File: config.mk
export PLATFORM = sky130hd
export DESIGN_NAME = bdem_selector
export DESIGN_NICKNAME = d
export VERILOG_FILES = /design/src/rtl/bdem_pkg.sv /design/src/rtl/bdem_lfsr.sv /design/src/rtl/bdem_step_ctl.sv /design/src/rtl/bdem_code_reg.sv /design/src/rtl/bdem_selector.sv
export SDC_FILE = /design/constraint.sdc
export NUM_CORES = 1
export LEC_CHECK = 0
export BUFFER_PORTS_ARGS = -buffer_cell sky130_fd_sc_hd__buf_4
export CAP_MARGIN = 20
export CORE_AREA = 2 2 52 74
export DETAILED_ROUTE_END_ITERATION = 12
export DIE_AREA = 0 0 54 76
export MAX_ROUTING_LAYER = met4
export PLACE_DENSITY = 0.52
export SYNTH_ARGS = -nofsm -noshare
export SYNTH_HDL_FRONTEND = slang
export SYNTH_SLANG_ARGS = --single-unit
File: constraint.sdc
create_clock -name clk -period 1.4 [get_ports clk]
set_clock_uncertainty 0.15 [all_clocks]
set_input_delay 0.35 -clock clk [delete_from_list [all_inputs] [get_ports clk]]
set_output_delay 0.35 -clock clk [all_outputs]
set_load 0.05 [all_outputs]
File: src/rtl/bdem_pkg.sv
package bdem_pkg;
  typedef struct packed {
    logic take;  // accepted step this cycle
    logic wipe;  // conversion start this cycle
  } bdem_ctl_t;

  localparam int unsigned LFSR_W_DEF = 16;
  localparam logic [15:0] TAPS_DEF   = 16'hB400; // bits 15,13,12,10
  localparam logic [15:0] SEED_DEF   = 16'hACE1;
endpackage

File: src/rtl/bdem_lfsr.sv
module bdem_lfsr #(
  parameter int unsigned W        = 16,
  parameter logic [W-1:0] TAPS    = 16'hB400,
  parameter logic [W-1:0] SEED    = 16'hACE1
) (
  input  logic         clk,
  input  logic         rst,
  input  logic         adv,
  output logic         rnd,
  output logic [W-1:0] state
);
  logic         fb;
  logic [W-1:0] state_q;

  always_comb fb = ^(state_q & TAPS);

  always_ff @(posedge clk) begin
    if (rst)      state_q <= SEED;
    else if (adv) state_q <= {state_q[W-2:0], fb};
  end

  assign rnd   = state_q[W-1];
  assign state = state_q;
endmodule

File: src/rtl/bdem_step_ctl.sv
module bdem_step_ctl
  import bdem_pkg::*;
#(
  parameter int unsigned RES_BITS = 6,
  localparam int unsigned IDX_W   = (RES_BITS > 1) ? $clog2(RES_BITS) : 1
) (
  input  logic                conv_start,
  input  logic                step_strobe,
  input  logic [IDX_W-1:0]    step_idx,
  output bdem_ctl_t           ctl,
  output logic [RES_BITS-1:0] pos_oh
);
  localparam logic [IDX_W:0] RES_L = (IDX_W+1)'(RES_BITS);

  logic in_range;

  always_comb begin
    in_range = ({1'b0, step_idx} < RES_L);
    ctl.wipe = conv_start;
    ctl.take = step_strobe & ~conv_start & in_range;
  end

  // step 0 maps to the top code bit
  for (genvar k = 0; k < RES_BITS; k++) begin : g_pos
    assign pos_oh[RES_BITS-1-k] = (step_idx == IDX_W'(k));
  end
endmodule

File: src/rtl/bdem_code_reg.sv
module bdem_code_reg #(
  parameter int unsigned RES_BITS = 6
) (
  input  logic                clk,
  input  logic                rst,
  input  logic                wipe,
  input  logic                take,
  input  logic [RES_BITS-1:0] pos_oh,
  input  logic                bit_in,
  output logic [RES_BITS-1:0] code
);
  for (genvar i = 0; i < RES_BITS; i++) begin : g_bit
    always_ff @(posedge clk) begin
      if (rst || wipe)          code[i] <= 1'b0;
      else if (take && pos_oh[i]) code[i] <= bit_in;
    end
  end
endmodule

File: src/rtl/bdem_selector.sv
module bdem_selector
  import bdem_pkg::*;
#(
  parameter int unsigned RES_BITS = 6,
  parameter int unsigned LFSR_W   = LFSR_W_DEF,
  parameter logic [LFSR_W-1:0] LFSR_TAPS = TAPS_DEF,
  parameter logic [LFSR_W-1:0] LFSR_SEED = SEED_DEF,
  localparam int unsigned IDX_W   = (RES_BITS > 1) ? $clog2(RES_BITS) : 1
) (
  input  logic                clk,
  input  logic                rst,
  input  logic                conv_start,
  input  logic                step_strobe,
  input  logic [IDX_W-1:0]    step_idx,
  input  logic                dem_en,
  output logic                sel_side,
  output logic                sel_valid,
  output logic [RES_BITS-1:0] dem_code
);
  bdem_ctl_t           ctl;
  logic [RES_BITS-1:0] pos_oh;
  logic                rnd;
  logic [LFSR_W-1:0]   lfsr_q;
  logic                side_d;

  bdem_step_ctl #(.RES_BITS(RES_BITS)) u_ctl (
    .conv_start (conv_start),
    .step_strobe(step_strobe),
    .step_idx   (step_idx),
    .ctl        (ctl),
    .pos_oh     (pos_oh)
  );

  bdem_lfsr #(.W(LFSR_W), .TAPS(LFSR_TAPS), .SEED(LFSR_SEED)) u_lfsr (
    .clk  (clk),
    .rst  (rst),
    .adv  (ctl.take),
    .rnd  (rnd),
    .state(lfsr_q)
  );

  always_comb side_d = rnd & dem_en;

  bdem_code_reg #(.RES_BITS(RES_BITS)) u_code (
    .clk   (clk),
    .rst   (rst),
    .wipe  (ctl.wipe),
    .take  (ctl.take),
    .pos_oh(pos_oh),
    .bit_in(side_d),
    .code  (dem_code)
  );

  always_ff @(posedge clk) begin
    if (rst || ctl.wipe) begin
      sel_side  <= 1'b0;
      sel_valid <= 1'b0;
    end else begin
      sel_valid <= ctl.take;
      if (ctl.take) sel_side <= side_d;
    end
  end
endmodule

# After elaboration in Yosys (flattened, before gate mapping)
# Index checks and enable logic that the tools add are counted.
[word_totals]
word_cells = 28
output_inout_bits = 8
reg_bits = 24
[op_classes]
n_eq_ne = 5
bitwise = 4
n_lt_le_gt_ge = 1
reduce_logical = 9
[op_table]
columns = ["cell", "count"]
rows = [
  ["16-bit parity", 1],
  ["3-bit by 2-bit == test with 1-bit output (second input constant)", 2],
  ["3-bit == test (second input constant)", 2],
  ["1-bit logical AND", 6],
  ["1-bit AND", 3],
  ["3-bit by 1-bit == test with 1-bit output (second input constant)", 1],
  ["3-bit logical NOT", 1],
  ["3-bit less-than comparator (second input constant)", 1],
  ["1-bit logical OR", 1],
  ["1-bit inverter", 1],
]

# Depth between registers and ports, before layout
[depth]
ltp_word = 4
mapped_depth = 4
depth_no_buf = 3

# By module
# A second synthesis with hierarchy kept.
[unflattened]
hier_cells = 99
hier_area_um2 = 1062.3
[modules_own_cells]
columns = ["mod", "area_each_um2", "cells_per_inst", "instances", "seq_area_each_um2"]
rows = [
  ["bdem_lfsr", 626.9, 56, 1, 320.3],
  ["bdem_code_reg", 291.5, 27, 1, 120.1],
  ["bdem_selector", 77.6, 7, 1, 40.0],
  ["bdem_step_ctl", 66.3, 9, 1, 0.0],
]

# Worst setup path after synthesis
# Ideal clock, no wire load.
[synth_timing]
kind = "input to register"
startpoint = "input conv_start"
endpoint = "register u_lfsr.state_q[15], in the netlist u_lfsr.state[15]"
required_time_ns = 1.130
path_slack_ns = 0.073
path_buffers = 1
path_stages = 4
arrival_time_ns = 1.057
path_cell_list = "and2b_4 buf_6 and3_1 a211o_1"
[synth_via]
elab_chain_len = 3
[synth_rtl]
columns = ["element", "line_no", "text"]
rows = [
  ["from (decl)", "bdem_selector.sv:12", "input logic conv_start,"],
  ["1-bit inverter", "bdem_step_ctl.sv:20", "ctl.take = step_strobe & ~conv_start & in_range;"],
  ["1-bit AND (2 in series)", "bdem_step_ctl.sv:20", ""],
  ["to (signal assigned)", "bdem_lfsr.sv:19", "else if (adv) state_q <= {state_q[W-2:0], fb};"],
  ["to (decl)", "bdem_lfsr.sv:13", "logic [W-1:0] state_q;"],
]
# No other way between the ends.
# A chain may end at the register's enable or synchronous reset.

# Worst setup path in the final report
[layout_timing]
startpoint = "register u_code.code[3]"
endpoint = "output dem_code[3]"
[layout_lines]
columns = ["element", "line_no", "text"]
rows = [
  ["from (decl)", "bdem_code_reg.sv:10", "output logic [RES_BITS-1:0] code"],
  ["from (signal, indexed assignment)", "bdem_code_reg.sv:15", "else if (take && pos_oh[i]) code[i] <= bit_in;"],
  ["to (decl)", "bdem_selector.sv:18", "output logic [RES_BITS-1:0] dem_code"],
]
# No word-level cell between the ends.

==> impl_results.md <==
- Initial core utilization: 0.285
- Largest net degree at the start of global routing: 20
- Layout area overhead: 30.9%
- H-Tree Depth: 1
- Number of global-route vias before repair: between 800 and 900
- Row count: 26
- Global-route usage over all layers: 0.124
- Critical path's top delay family: flip-flops
- Hold Path Stages: 2
- Layout cell share with drive strength beyond 1: 0.299
- Fmax: 766 MHz
- I/O Buffers: 15
- I/O pins: 16
- Library cells used by synthesis: 27
- Initial antenna violation count: 0
- Ys async rst share: 0
- Crit share post-route: 0.933
- Worst-case reg-to-reg path depth: 3
- Sequential cell area fraction in the yosys report: 0.480
- Clock Sinks: 24
- Setup crit end kind: primary output
- Core footprint: 3510 sq um
- Power Density: 1140 nW/um^2
- DP Area: 1240 sq um
- CP arrival: 810 ps
- Post-route ant nets: 0
- Post-synth EDFFs: 0
- Final Util: 0.373
- Hold Fails Final Rpt: 0
- Worst r2r dst: u_code.code[3]$_SDFFE_PP0P_
- VDD IR max: around 0.40 mV
- Setup Fix Bufs, Post-CTS: 0
- Global route hottest layer: met2
- Max cap viols: 0
- FF+latch count, synth: 24
- Post-Synthesis Cells: 106
- Slew HR: 0.751
- RSZ-0062 raised after global routing: false
- ANT cells: 0
- Crit Reg-Reg Startpoint: u_lfsr.state[15]$_SDFFE_PP1P_
- Warnings from Yosys: 0
- Cell area after synthesis: 1000 sq um
- CTS tree: built
- Hold Buf Count CTS: 0
- Die area: ~4100 sq um
- Crit-path max FO: 2
- Post-DP HPWL: around 1800 microns
- Skew-Pair Late Insertion Delay: 270 ps
- Finished Cell Area: roughly 1300 sq um
- Main synth FF type: dfxtp_1
- Hold Crit Start: rst
- Status: finished, final reports clean
- DP Cell Count: approximately 170
- Hold Crit Class: in -> reg
- # nets final: approximately 140
- Die width: about 54 microns
- Met1 Track Usage GR: 0.116
- Leak: ~0.55 nW
- Setup-failing EPs final: 0
- Drc violations: 0
- Max incr delay on CP: 340 ps
- Via count: a little under 900
- Synthesized area per cell: 9.44 sq um
- Met2 Use GR: 0.228
- GPL Wtd Cong: 0.734
- Remaining Overflow, GRT: 0
- Clk root buf: clkbuf_8
- Cts bufs inserted: 3
- First-pass GRT wire length: roughly 3700 microns
- Most frequent cells in the layout: 30 x buf_4, 24 x dfxtp_1, 11 x o21ai_0, 11 x a21oi_1, 9 x nand3_1
- DR iter-0 viols: 13
- Worst setup SP type: flip-flop
- Hold Path End: u_lfsr.state[9]$_SDFFE_PP0P_
- DR WL/cell: 13.3 microns
- Final Max Slew Viols: 0
- Reg clk slew, reported paths: 90 ps
- Crit path kind: reg -> out
- Worst-margin pin slew: around 370 ps
- Drt pass-1 iters: 4
- Commonest non-fill, non-tap cell in the layout: buf_4
- CP bufs+invs: 1
- Tmin final: roughly 1300 ps
- Via density: 5.01
- CTS max path bufs: 2
- Final std cells w/o fill: 176
- Register-to-register setup slack: 210 ps
- Met3 Use GR: 0.0176
- Post-cts sizing count: 0
- Chip Height: 76 microns
- CP required: 900 ps
- Net count after synthesis: 114
- Worst-path cell chain: buf_4
- Routed WL: 2340 microns
- Critical Path Slowest Stage Cell: dfxtp_1
- Worst hold slack: approximately 250 ps
-- power by group --
part	switching [W]	internal, W
Combinational	0.0000888	0.0000843
Sequential	0.0000164	0.000709
Clock	0.000215	0.000382
Total	0.000321	0.00118
-- cells in the mapped netlist (2+ instances only) --
cell type  count  area (sq um)
nor2_1         2          7.51
and3_1         7          43.8
clkbuf_1       2          7.51
a211o_1        7          61.3
o21ai_0       11          55.1
nand2_1        6          22.5
xnor2_1        3          26.3
a21oi_1       11          55.1
or3_1          3          18.8
buf_2          2          10.0
nand3_1        9          45.0
buf_6          2          22.5
mux2i_1        4          40.0
dfxtp_1       24           480
-- how the worst max path moves through the flow --
| stage | end | cells past startpoint | slack (ps) | from |
|---|---|---|---|---|
| after floorplan | u_lfsr.state[15]$_SDFFE_PP1P_ | 4 | 70 | conv_start |
| after global placement | u_lfsr.state[6]$_SDFFE_PP1P_ | 4 | -70 | conv_start |
| after detailed placement | u_lfsr.state[15]$_SDFFE_PP1P_ | 4 | -110 | conv_start |
| after CTS | dem_code[3] | 1 | 80 | u_code.code[3]$_SDFFE_PP0P_ |
| after global routing | dem_code[3] | 1 | 50 | u_code.code[3]$_SDFFE_PP0P_ |
| final | dem_code[3] | 1 | 90 | u_code.code[3]$_SDFFE_PP0P_ |
-- per-layer routing --
metal  vias to the layer above  share of wire  wire length (microns)
met5                         -              0                      0
met4                         0          0.018                     43
met3                         4          0.035                     83
met2                        19           0.54                   1250
met1                       419           0.41                    961
li1                        439              -                      -
-- stage by stage --
stage / total power, W / setup TNS (ps) / setup slack [ps]
after floorplan: 0.000838 / 0 / 73.4
after global placement: 0.000910 / -491 / -65.5
after detailed placement: 0.000914 / -957 / -106
after CTS: 0.00151 / 0 / 76.0
after global routing: 0.00155 / 0 / 45.2
final: 0.00150 / 0 / 94.3
-- logic make-up after synthesis --
family | share of synthesized area
and+or+nand+nor | 0.231
DFF | 0.480
muxes | 0.0400
xor gates and xnor gates | 0.0263
AOI/OAI and AO/OA | 0.179
buffers and inverters | 0.0437
-- registers in the layout (all words and copies together) (netlist names) --
| register | flops |
|---|---|
| u_lfsr.state | 16 |
| sel_valid | 1 |
| sel_side | 1 |
| u_code.code | 6 |
-- layout make-up --
cell class                 count  area [sq um]
clock buffer                   3          41.3
clock inverter                 1          30.0
fill                         360          2200
inverter                       1          3.75
multi-input combinational     75           477
sequential                    24           480
tap                           42          52.6
timing repair buffer          30           225
Note: power is estimated with default switching activity, not from simulation.
